===== src/rtl/serial_rx_pkg.sv =====
package serial_rx_pkg;

  localparam int ENTRY_W  = 10;
  localparam int DATA_W   = 8;
  localparam int PERR_POS = 8;
  localparam int FERR_POS = 9;

  typedef enum logic [2:0] {
    ST_IDLE,
    ST_START,
    ST_DATA,
    ST_PAR,
    ST_STOP1,
    ST_STOP1T,
    ST_STOP2,
    ST_HOLD
  } rx_state_e;

  function automatic logic maj3(input logic a, input logic b, input logic c);
    return (a & b) | (a & c) | (b & c);
  endfunction

endpackage


===== src/rtl/rx_line_sync.sv =====
module rx_line_sync #(
  parameter int STAGES = 2
) (
  input  logic clk,
  input  logic rst,
  input  logic din,
  output logic dout
);
  logic [STAGES-1:0] q;

  always_ff @(posedge clk) begin
    if (rst) q <= '1;
    else     q <= STAGES'({q, din});
  end

  assign dout = q[STAGES-1];
endmodule


===== src/rtl/rx_frame_fsm.sv =====
module rx_frame_fsm
  import serial_rx_pkg::*;
#(
  parameter int OSR = 16
) (
  input  logic               clk,
  input  logic               rst,
  input  logic               smp_tick,
  input  logic               line_s,
  input  logic               cfg_data8,
  input  logic               cfg_par_en,
  input  logic               cfg_par_odd,
  input  logic               cfg_stop2,
  output logic               frm_push,
  output logic [ENTRY_W-1:0] frm_entry,
  output logic               frm_idle
);
  localparam int PW = $clog2(OSR);
  localparam logic [PW-1:0] PH_A   = PW'(OSR/2 - 1);
  localparam logic [PW-1:0] PH_B   = PW'(OSR/2);
  localparam logic [PW-1:0] PH_MID = PW'(OSR/2 + 1);
  localparam logic [PW-1:0] PH_END = PW'(OSR - 1);

  rx_state_e         st;
  logic [PW-1:0]     ph;
  logic              smp_a, smp_b;
  logic [DATA_W-1:0] shf;
  logic [2:0]        nbit;
  logic              par_bad;
  logic              vote;
  logic [DATA_W-1:0] dword;
  logic [2:0]        last_bit;

  assign vote     = maj3(smp_a, smp_b, line_s);
  assign dword    = cfg_data8 ? shf : {1'b0, shf[DATA_W-1:1]};
  assign last_bit = cfg_data8 ? 3'd7 : 3'd6;
  assign frm_idle = (st == ST_IDLE);

  always_ff @(posedge clk) begin
    if (rst) begin
      st        <= ST_IDLE;
      ph        <= '0;
      smp_a     <= 1'b1;
      smp_b     <= 1'b1;
      shf       <= '0;
      nbit      <= '0;
      par_bad   <= 1'b0;
      frm_push  <= 1'b0;
      frm_entry <= '0;
    end else begin
      frm_push <= 1'b0;
      if (smp_tick) begin
        if (st != ST_IDLE) ph <= (ph == PH_END) ? '0 : ph + 1'b1;
        if (ph == PH_A) smp_a <= line_s;
        if (ph == PH_B) smp_b <= line_s;
        unique case (st)
          ST_IDLE: begin
            if (!line_s) begin
              st      <= ST_START;
              ph      <= '0;
              nbit    <= '0;
              par_bad <= 1'b0;
            end
          end
          ST_START: begin
            if (ph == PH_MID && vote) st <= ST_IDLE;
            else if (ph == PH_END)    st <= ST_DATA;
          end
          ST_DATA: begin
            if (ph == PH_MID) shf <= {vote, shf[DATA_W-1:1]};
            if (ph == PH_END) begin
              nbit <= nbit + 1'b1;
              if (nbit == last_bit) st <= cfg_par_en ? ST_PAR : ST_STOP1;
            end
          end
          ST_PAR: begin
            if (ph == PH_MID) par_bad <= (^dword) ^ vote ^ cfg_par_odd;
            if (ph == PH_END) st <= ST_STOP1;
          end
          ST_STOP1: begin
            if (ph == PH_MID) begin
              frm_push  <= 1'b1;
              frm_entry <= {~vote, par_bad, dword};
              if (!vote)          st <= ST_HOLD;
              else if (cfg_stop2) st <= ST_STOP1T;
              else                st <= ST_IDLE;
            end
          end
          ST_STOP1T: if (ph == PH_END) st <= ST_STOP2;
          ST_STOP2:  if (ph == PH_MID) st <= ST_IDLE;
          ST_HOLD:   if (line_s) st <= ST_IDLE;
          default:   st <= ST_IDLE;
        endcase
      end
    end
  end
endmodule


===== src/rtl/rx_entry_fifo.sv =====
module rx_entry_fifo #(
  parameter int DEPTH = 16,
  parameter int W     = 10,
  localparam int AW   = $clog2(DEPTH),
  localparam int CW   = AW + 1
) (
  input  logic          clk,
  input  logic          rst,
  input  logic          wr_en,
  input  logic [W-1:0]  wr_data,
  input  logic          rd_en,
  output logic [W-1:0]  rd_data,
  output logic [CW-1:0] count,
  output logic          full
);
  logic [W-1:0]  mem [DEPTH];
  logic [AW-1:0] wr_ptr, rd_ptr;
  logic          do_wr, do_rd;

  assign full  = (count == CW'(DEPTH));
  assign do_wr = wr_en && !full;
  assign do_rd = rd_en && (count != '0);

  function automatic logic [AW-1:0] bump(input logic [AW-1:0] p);
    return (p == AW'(DEPTH - 1)) ? '0 : p + 1'b1;
  endfunction

  always_ff @(posedge clk) begin
    if (do_wr) mem[wr_ptr] <= wr_data;
  end

  always_ff @(posedge clk) begin
    if (rst) begin
      wr_ptr <= '0;
      rd_ptr <= '0;
      count  <= '0;
    end else begin
      if (do_wr) wr_ptr <= bump(wr_ptr);
      if (do_rd) rd_ptr <= bump(rd_ptr);
      unique case ({do_wr, do_rd})
        2'b10:   count <= count + 1'b1;
        2'b01:   count <= count - 1'b1;
        default: count <= count;
      endcase
    end
  end

  assign rd_data = mem[rd_ptr];
endmodule


===== src/rtl/rx_idle_timer.sv =====
module rx_idle_timer #(
  parameter int OSR        = 16,
  parameter int TOUT_CHARS = 4,
  localparam int MAXT      = 12 * OSR * TOUT_CHARS,
  localparam int TW        = $clog2(MAXT + 1)
) (
  input  logic clk,
  input  logic rst,
  input  logic smp_tick,
  input  logic frm_idle,
  input  logic q_nonempty,
  input  logic restart,
  input  logic cfg_data8,
  input  logic cfg_par_en,
  input  logic cfg_stop2,
  output logic timeout
);
  logic [3:0]    char_bits;
  logic [TW-1:0] limit;
  logic [TW-1:0] cnt;

  assign char_bits = 4'd1 + (cfg_data8 ? 4'd8 : 4'd7) + {3'b000, cfg_par_en}
                   + (cfg_stop2 ? 4'd2 : 4'd1);
  assign limit = TW'(char_bits) * TW'(OSR * TOUT_CHARS);

  always_ff @(posedge clk) begin
    if (rst || restart || !q_nonempty) begin
      cnt     <= '0;
      timeout <= 1'b0;
    end else if (smp_tick && frm_idle && !timeout) begin
      if (cnt == limit - 1'b1) timeout <= 1'b1;
      else                     cnt     <= cnt + 1'b1;
    end
  end
endmodule


===== src/rtl/serial_rx_tagged.sv =====
module serial_rx_tagged
  import serial_rx_pkg::*;
#(
  parameter int DEPTH       = 16,
  parameter int OSR         = 16,
  parameter int TOUT_CHARS  = 4,
  parameter int SYNC_STAGES = 2,
  localparam int CNT_W      = $clog2(DEPTH) + 1
) (
  input  logic               clk,
  input  logic               rst,
  input  logic               os_tick,
  input  logic               line_in,
  input  logic               cfg_data8,
  input  logic               cfg_par_en,
  input  logic               cfg_par_odd,
  input  logic               cfg_stop2,
  input  logic               rd_pop,
  output logic [ENTRY_W-1:0] rd_entry,
  output logic [CNT_W-1:0]   rd_count,
  output logic               overrun_evt,
  output logic               idle_timeout
);
  logic               line_s;
  logic               frm_push;
  logic [ENTRY_W-1:0] frm_entry;
  logic               frm_idle;
  logic               q_full;
  logic               q_nonempty;
  logic               tmr_restart;

  rx_line_sync #(.STAGES(SYNC_STAGES)) u_sync (
    .clk(clk), .rst(rst), .din(line_in), .dout(line_s)
  );

  rx_frame_fsm #(.OSR(OSR)) u_frm (
    .clk(clk), .rst(rst), .smp_tick(os_tick), .line_s(line_s),
    .cfg_data8(cfg_data8), .cfg_par_en(cfg_par_en),
    .cfg_par_odd(cfg_par_odd), .cfg_stop2(cfg_stop2),
    .frm_push(frm_push), .frm_entry(frm_entry), .frm_idle(frm_idle)
  );

  rx_entry_fifo #(.DEPTH(DEPTH), .W(ENTRY_W)) u_q (
    .clk(clk), .rst(rst), .wr_en(frm_push), .wr_data(frm_entry),
    .rd_en(rd_pop), .rd_data(rd_entry), .count(rd_count), .full(q_full)
  );

  always_ff @(posedge clk) begin
    if (rst) overrun_evt <= 1'b0;
    else     overrun_evt <= frm_push && q_full;
  end

  assign q_nonempty  = (rd_count != '0);
  assign tmr_restart = frm_push || (rd_pop && q_nonempty);

  rx_idle_timer #(.OSR(OSR), .TOUT_CHARS(TOUT_CHARS)) u_tmr (
    .clk(clk), .rst(rst), .smp_tick(os_tick), .frm_idle(frm_idle),
    .q_nonempty(q_nonempty), .restart(tmr_restart),
    .cfg_data8(cfg_data8), .cfg_par_en(cfg_par_en), .cfg_stop2(cfg_stop2),
    .timeout(idle_timeout)
  );
endmodule


===== config.mk =====
export PLATFORM = sky130hd
export DESIGN_NAME = serial_rx_tagged
export DESIGN_NICKNAME = d
export VERILOG_FILES = /design/src/rtl/serial_rx_pkg.sv /design/src/rtl/rx_line_sync.sv /design/src/rtl/rx_frame_fsm.sv /design/src/rtl/rx_entry_fifo.sv /design/src/rtl/rx_idle_timer.sv /design/src/rtl/serial_rx_tagged.sv
export SDC_FILE = /design/constraint.sdc
export NUM_CORES = 1
export LEC_CHECK = 0
export BUFFER_PORTS_ARGS = -buffer_cell sky130_fd_sc_hd__buf_2
export CAP_MARGIN = 30
export CORE_UTILIZATION = 40
export CTS_CLUSTER_SIZE = 28
export DETAILED_ROUTE_END_ITERATION = 16
export SLEW_MARGIN = 20
export SYNTH_ARGS = -nofsm -noshare
export SYNTH_HDL_FRONTEND = slang
export SYNTH_SLANG_ARGS = --single-unit

===== constraint.sdc =====
create_clock -name clk -period 3.6 [get_ports clk]
set_clock_uncertainty 0.15 [all_clocks]
set_input_delay 0.54 -clock clk [delete_from_list [all_inputs] [get_ports clk]]
set_output_delay 0.54 -clock clk [all_outputs]
set_load 0.01 [all_outputs]

Yosys cells after proc, flatten, opt, wreduce, memory -nomap -nowiden
Memories as Yosys holds them, arrays and structs flattened. A register that Yosys moved wholly into a read port is not among the register bits. Index checks and enable logic that the tools add are counted.

Register bits after elaboration: 59. Memory bits (writable): 160. Bits of input ports: 9. Output and inout bits: 17. Word-level logic and storage cells: 132. Memories: 1.

$add $sub $neg: 11. Eq/ne operators: 28. Multiplexer cells: 36. Bitwise operators: 11. Reductions and logical operators: 29.

Memory list: u_q.mem (depth 16, width 10, rd ports 1, clocked after Yosys merged registers in 1, wr ports 1, RTL line rx_entry_fifo.sv:16) `logic [W-1:0] mem [DEPTH];`.

Operators by type and width (count): 3-bit two-way mux (15); 4-bit two-way mux (9); 3-bit case mux with 8 select lines (1); 4-bit equality test, second input constant (5); 2-bit by 1-bit inequality test with 1-bit output, second input constant (7); 4-bit by 1-bit adder with 4-bit output, second input constant (3); 3-bit equality test, second input constant (4); 10-bit by 1-bit adder with 10-bit output, second input constant (1); 10-bit equality test (1); 5-bit case mux with 2 select lines (1); 10-bit AND reduction (1); 10-bit by 1-bit subtractor with 10-bit output, second input constant (1); 8-bit two-way mux (1); 2-bit AND reduction (4); 4-bit AND reduction (2); 8-bit parity (1); 3-bit by 2-bit equality test with 1-bit output, second input constant (2); 1-bit logical AND (6); 1-bit two-way mux (6); 3-bit case mux with 2 select lines (1); 3-bit AND reduction (2); 2-bit nonzero test (3); 5-bit by 1-bit adder with 5-bit output, second input constant (1); 5-bit equality test, second input constant (1); 24 further kinds (36).

Depth between registers and ports, before layout
Gate-level depths: netlist of the first run.

Depth in word-level cells: 8. Depth in mapped cells: 14. Gate-level depth less buffers: 13.

Cells and area by module
From an unflattened synthesis of the first run, not the netlist that was laid out.

Cell total of the unflattened synthesis: 693. Area, all modules: 9743.1 um2.

Modules (own cells, without submodules): rx_entry_fifo (instances 1, cells each 373, area an instance 7009.2 um2, seq. area each 5144.9 um2); rx_frame_fsm (instances 1, cells each 194, area an instance 1672.9 um2, seq. area each 640.6 um2); rx_idle_timer (instances 1, cells each 113, area an instance 949.7 um2, seq. area each 220.2 um2); serial_rx_tagged (instances 1, cells each 9, area an instance 58.8 um2, seq. area each 20.0 um2); rx_line_sync (instances 1, cells each 4, area an instance 52.6 um2, seq. area each 40.0 um2).

Worst setup path after synthesis of the first run
No wires, ideal clock.

Path type: in2reg. Start: input cfg_data8. End: register u_tmr.cnt[3]. Setup time: 0.115 ns. Data arrival time: 3.324 ns. Required time: 3.335 ns. Slack: 0.012 ns. Cell stages on the path: 14. Path buffers: 1. Cell sequence: buf_1 inv_1 ha_1 inv_1 ha_1 ha_1 inv_1 ha_1 xnor2_1 xnor2_1 or4_4 o2111ai_4 nor3_1 o21a_1.

Word-level cells in the longest chain between the ends: 8.

RTL lines: start: declaration (RTL line serial_rx_tagged.sv:14) `input logic cfg_data8,`; 4-bit two-way mux (RTL line rx_idle_timer.sv:22) `assign char_bits = 4'd1 + (cfg_data8 ? 4'd8 : 4'd7) + {3'b000, cfg_par_en}`; 1-bit by 4-bit adder with 4-bit output (RTL line rx_idle_timer.sv:22); 4-bit by 1-bit adder with 4-bit output (RTL line rx_idle_timer.sv:22); 4-bit adder (RTL line rx_idle_timer.sv:23) `+ (cfg_stop2 ? 4'd2 : 4'd1);`; 10-bit by 1-bit subtractor with 10-bit output (RTL line rx_idle_timer.sv:31) `if (cnt == limit - 1'b1) timeout <= 1'b1;`; 10-bit equality test (RTL line rx_idle_timer.sv:31); 1-bit NOT (no line); 2-bit AND reduction (no line); end signal: assignment (RTL line rx_idle_timer.sv:32) `else cnt <= cnt + 1'b1;`; end: declaration (RTL line rx_idle_timer.sv:20) `logic [TW-1:0] cnt;`.

Every way passes these cells. A chain may end at the register's enable or synchronous reset.

==> flow_summary.toml, run 1 <==
[run_status]
status = "complete, no violations"

[routing]
drt-pass1-iter-count = 5
drc = 0
finalWirelength_um = 17600
vias = 5152
ant_nets = 0
routed_via_density = 5.25
drt-wirelength-per-cell_um = 17.9
drt_iter0_markers = 372

[min_path]
worstHoldPathType = "input port to flip-flop"

[clocking]
clock_sinks = 223
clock_path_buffers = 3
h-tree-depth = 1
cts_setup_buffers = 0
clockRootBuffer = "clkbuf_16"
cts_buffers = 24
cts_tree = "built"
cts_resized = 0
cts_hold_repair.buffers = 0
clk_pin_slew_worst_paths_ps = 60
clkLatencyLatePin_ps = 510

[floorplan]
ios = 26
core_sq_um = 22800
fp.dieH_um = 155
start_util_pct = 41.1
die_x_um = 155
rows = 55
die-area_sq_um = 24100

[critical_path]
crit_path_max_fanout = 40
end_kind = "output port"
required_ps = 2910
startpoint_type = "flip-flop"
arrival_ps = 2450
crit_type = "flip-flop to output port"
r2r_slack_ps = 500

[final_layout]
num_antenna_cells = 0
n_fill_cell = 2025
instances_no_fill = 982
areaGrowthSynthToFinish_pct = 13.9
nets = 682
final_common_cell = "edfxtp_1"
drive_gt1_share_pct = 21.4
final_cell_mix = "160 x edfxtp_1, 62 x dfxtp_1, 59 x nor2_1"

[global_route]
grt_use_total_pct = 15.1
first_global_vias = 5241
grt_max_degree = 50
grt_pass1_wl_um = 28600
antenna_found_initial = 0
overflow = 0

[placement]
numPortBuffers = 25
hpwl_um = 11700
gp_congestion = 0.809
dp.cells = 935

[yosys]
synth_edf_count = 160
syn_inst = 616
syn_area_sq_um = 9400
synthArstFlopShare_pct = 0
ys_ff_latch = 223
post_synth_num_cell_types = 60
yosysWarnings = 0
synth_flop_cell = "edfxtp_1"
ys_seq_area_share_pct = 64.5
syn_area_per_cell_sq_um = 15.3
synth_nets = 647

[sta]
tightest_slew_ps = 959
rsz0062_at_grt = "no"
setup-violations-final = 0
finalMaxSlewViolations = 0
max_freq_ghz = 0.319
hold_violations = 0
min_period_over_period_pct = 87.2
tns_ps = 0
slew_headroom_pct = 35.8
min_period_ps = 3140

[run]
maxCapViolations = 0

[power]
vdd_drop_max_mv = 0.272
cellLeakagePower_nw = 3.81
p_per_area_nw_per_um2 = 490
[registers in the layout, summed over array words and instances, names as in the netlist, named ones only]
signal           count
u_frm.nbit           3
u_sync.q             2
u_frm.ph             4
u_frm.smp_a          1
u_frm.frm_entry     10
overrun_evt          1
u_frm.shf            8
u_frm.frm_push       1
u_tmr.cnt           10
u_q.count            5
u_frm.st             3
u_tmr.timeout        1
u_q.mem            160
u_frm.smp_b          1
u_frm.par_bad        1
u_q.wr_ptr           4
u_q.rd_ptr           4
[cell families after synthesis]
group	after synthesis	synth area share (%)
AOI/OAI and AO/OA	77	5.48
xor gates and xnor gates	24	2.40
adders and majority gates	23	3.19
buffers and inverters	49	2.25
DFF	223	64.5
muxes	69	14.0
and+or+nand+nor	151	8.13
[Yosys cell counts (2+ instances only)]
library cell / count / area (sq um)
a211oi_1: 10 / 75.1
a21o_1: 4 / 30.0
a21oi_1: 29 / 145
a311oi_1: 2 / 17.5
a31oi_1: 3 / 18.8
a32oi_1: 2 / 17.5
and3_1: 4 / 25.0
buf_1: 3 / 11.3
buf_2: 5 / 25.0
clkbuf_1: 21 / 78.8
clkbuf_8: 2 / 27.5
dfxtp_1: 63 / 1260
edfxtp_1: 160 / 4800
fa_1: 2 / 40.0
ha_1: 20 / 250
inv_1: 17 / 63.8
mux2i_1: 18 / 180
mux4_2: 50 / 1130
nand2_1: 27 / 101
nand2b_1: 6 / 37.5
nand3_1: 8 / 40.0
nand4_1: 2 / 12.5
nor2_1: 59 / 221
nor2b_1: 7 / 43.8
nor3_1: 8 / 40.0
nor3b_1: 3 / 22.5
nor4_1: 4 / 25.0
o211ai_1: 4 / 30.0
o21a_1: 2 / 15.0
o21ai_0: 7 / 35.0
o21ai_1: 3 / 15.0
or2_2: 2 / 12.5
or3_1: 6 / 37.5
or3_2: 2 / 15.0
or4_1: 5 / 37.5
xnor2_1: 13 / 114
xor2_1: 10 / 87.6
[layer usage]
metal	global-route usage [%]	routed length (um)	part of all wire [%]
met4	3.87	410	2.3
met2	25.7	8620	49
met1	20.2	7900	45
met3	2.51	650	3.7
met5	0	0	0
[final timing paths]
path	start	end	depth (start not counted)
worst min register to register	u_sync.q[0]$_SDFF_PP1_	u_sync.q[1]$_SDFF_PP1_	1
worst max register to register	u_q.count[0]$_SDFFE_PP0P_	u_q.count[4]$_SDFFE_PP0P_	10
worst min-delay path	line_in	u_sync.q[0]$_SDFF_PP1_	2
worst max-delay path	flip-flop	rd_entry[7]	4
[stage by stage]
step           setup WS [ps]  utilization, %  hold slack (ps)  area (sq um)  total power (W)
2_1_floorplan           11.5               -              239          9400          0.00285
3_3_place_gp             278            43.2              251          9880          0.00286
3_5_place_dp             154            43.2              254          9880          0.00287
4_1_cts                  420            46.7             53.9         10700          0.00531
5_1_grt                  250            46.8             61.4         10700          0.00541
6_report                 461            46.8             73.6         10700          0.00525
[where the power goes]
group          switching [W]  internal [W]  total [W]  leakage (nW)
Combinational      0.0000551     0.0000357  0.0000907          1.19
Clock               0.000957       0.00148    0.00244         0.393
Sequential        0.00000500       0.00272    0.00272          2.23
Total                0.00102       0.00423    0.00525          3.81
[critical path: stages, from the launching register on]
cell	delay [ps]
dfxtp_1	310
buf_4	490
mux4_2	430
mux4_2	520
buf_2	160
[area by class of cell]
cell class / instances / area (sq um) / share of cell area [%]
clock buffer: 34 / 689 / 6.44
tap: 313 / 392 / 3.66
inverter: 17 / 63.8 / 0.596
multi-input combinational: 344 / 3120 / 29.2
timing repair buffer: 41 / 258 / 2.41
clock inverter: 10 / 110 / 1.03
sequential: 223 / 6070 / 56.7
Power figures use the tool's default switching activity.
==> run 2: changes to the inputs <==
- CORE_ASPECT_RATIO: default -> 0.6
- HOLD_SLACK_MARGIN: default -> 0.15
==> flow_summary.toml, run 2 (synthesis results as in run 1) <==
[min_path]
hold_depth = 3
hold_start = "rd_pop"
holdPathEnd = "u_tmr.cnt[3]$_SDFFE_PP0P_"
worstHoldPathType = "input port to flip-flop"

[sta]
setup-violations-final = 0
min_period_ps = 3190
finalMaxSlewViolations = 0
rsz0062_at_grt = "no"
tns_ps = 0
tightest_slew_ps = 891
hold_violations = 0
max_freq_ghz = 0.314
min_period_over_period_pct = 88.6
slew_headroom_pct = 40.5

[global_route]
use_met1_pct = 24.0
first_global_vias = 5222
antenna_found_initial = 0
grt_use_total_pct = 16.1
busiest_layer = "met2"
grt_pass1_wl_um = 29200
gr-usage-met2_pct = 24.6
met3_usage_pct = 3.10
grt_max_degree = 50
overflow = 0

[clocking]
clock_path_buffers = 3
clockRootBuffer = "clkbuf_16"
clk_pin_slew_worst_paths_ps = 60
cts_buffers = 23
clkLatencyLatePin_ps = 500
cts_tree = "built"
clock_sinks = 223
h-tree-depth = 1
cts_setup_buffers = 0

[floorplan]
core_sq_um = 23100
rows = 43
start_util_pct = 40.7
die_x_um = 200
ios = 26
fp.dieH_um = 121
die-area_sq_um = 24100

[run_status]
status = "complete, no violations"

[power]
vdd_drop_max_mv = 0.300
p_per_area_nw_per_um2 = 482
cellLeakagePower_nw = 3.80

[routing]
drt-pass1-iter-count = 5
drc = 0
finalWirelength_um = 18800
drt-wirelength-per-cell_um = 19.0
routed_via_density = 5.30
ant_nets = 0
vias = 5222
drt_iter0_markers = 432

[critical_path]
r2r-start = "u_q.count[0]$_SDFFE_PP0P_"
crit_path_max_fanout = 17
r2r_slack_ps = 540
required_ps = 2910
startpoint_type = "flip-flop"
end_kind = "output port"
crit_type = "flip-flop to output port"
r2r-end = "u_q.count[4]$_SDFFE_PP0P_"
rr_worst_depth = 10
arrival_ps = 2500

[final_layout]
nets = 687
largest_reg_flops = 160
final_cell_mix = "160 x edfxtp_1, 61 x dfxtp_1, 59 x nor2_1"
final_common_cell = "edfxtp_1"
areaGrowthSynthToFinish_pct = 13.8
drive_gt1_share_pct = 21.6
largest_register = "u_q.mem"
postLayoutCoreUtil_pct = 46.4
num_antenna_cells = 0
top_regs = "u_q.mem: 160 flops, u_frm.frm_entry: 10 flops, u_tmr.cnt: 10 flops"

[placement]
gp_congestion = 0.776
hpwl_um = 12500
numPortBuffers = 25

[run]
maxCapViolations = 0
==> run 2: cell count changes in the layout (fill, tap and decap cells not counted), sizes merged <==
cell         delta
buf             +5
bufinv          +1
clkbuf          -9
clkinv          -1
clkinvlp        +3
dlygate4sd3     +1
inv             +2
==> run 2: through the flow <==
stage          total power [W]  hold slack [ps]  setup slack, ps  instance area [sq um]  std cells
6_report               0.00516              220              412                  10700        986
5_1_grt                0.00533              231              315                  10700        986
4_1_cts                0.00522              205              373                  10700        986
3_5_place_dp           0.00287              248              157                   9940        945
3_3_place_gp           0.00286              242              246                   9940        945
2_1_floorplan          0.00285              239             11.5                   9400        616
==> run 2: where the power goes <==
| group | switching, W | internal, W |
|---|---|---|
| clock | 0.000958 | 0.00139 |
| combinational | 0.0000550 | 0.0000364 |
| sequential | 0.00000545 | 0.00272 |
==> run 2: per-layer routing <==
layer / up-vias / part of all wire (%)
met5: - / 0
met4: 0 / 1.4
met3: 24 / 4.7
met2: 107 / 45
met1: 2654 / 49
li1: 2437 / -
==> run 2: worst max-delay path, stage by stage, from the launching register on <==
cell     delay (ps)
dfxtp_2         590
buf_4           370
mux4_2          390
mux4_2          480
buf_2           160
==> run 2: timing repair <==
action | in CTS | in global routing
hold buffers | 1 | 0
resized for setup | 0 | 0
hold endpoints to repair | 1 | 0
==> run 2: final cells by class <==
class / count / area (sq um)
Multi-Input combinational cell: 344 / 3120
Clock buffer: 25 / 583
Timing Repair Buffer: 47 / 305
Inverter: 17 / 63.8
Fill cell: 1974 / 12400
Tap cell: 315 / 394
Sequential cell: 223 / 6070
Clock inverter: 15 / 163
==> run 2: worst max path at each step <==
stage                    from                        end  slack, ps  cells after the start
finish              flip-flop                rd_entry[0]        410                      4
detailed placement  cfg_stop2  u_tmr.cnt[9]$_SDFFE_PP0P_        160                     14
CTS                 flip-flop                rd_entry[6]        370                      4
global route        flip-flop                rd_entry[6]        320                      4
floorplan           cfg_data8  u_tmr.cnt[3]$_SDFFE_PP0P_         10                     14
global placement    cfg_stop2  u_tmr.cnt[9]$_SDFFE_PP0P_        250                     14
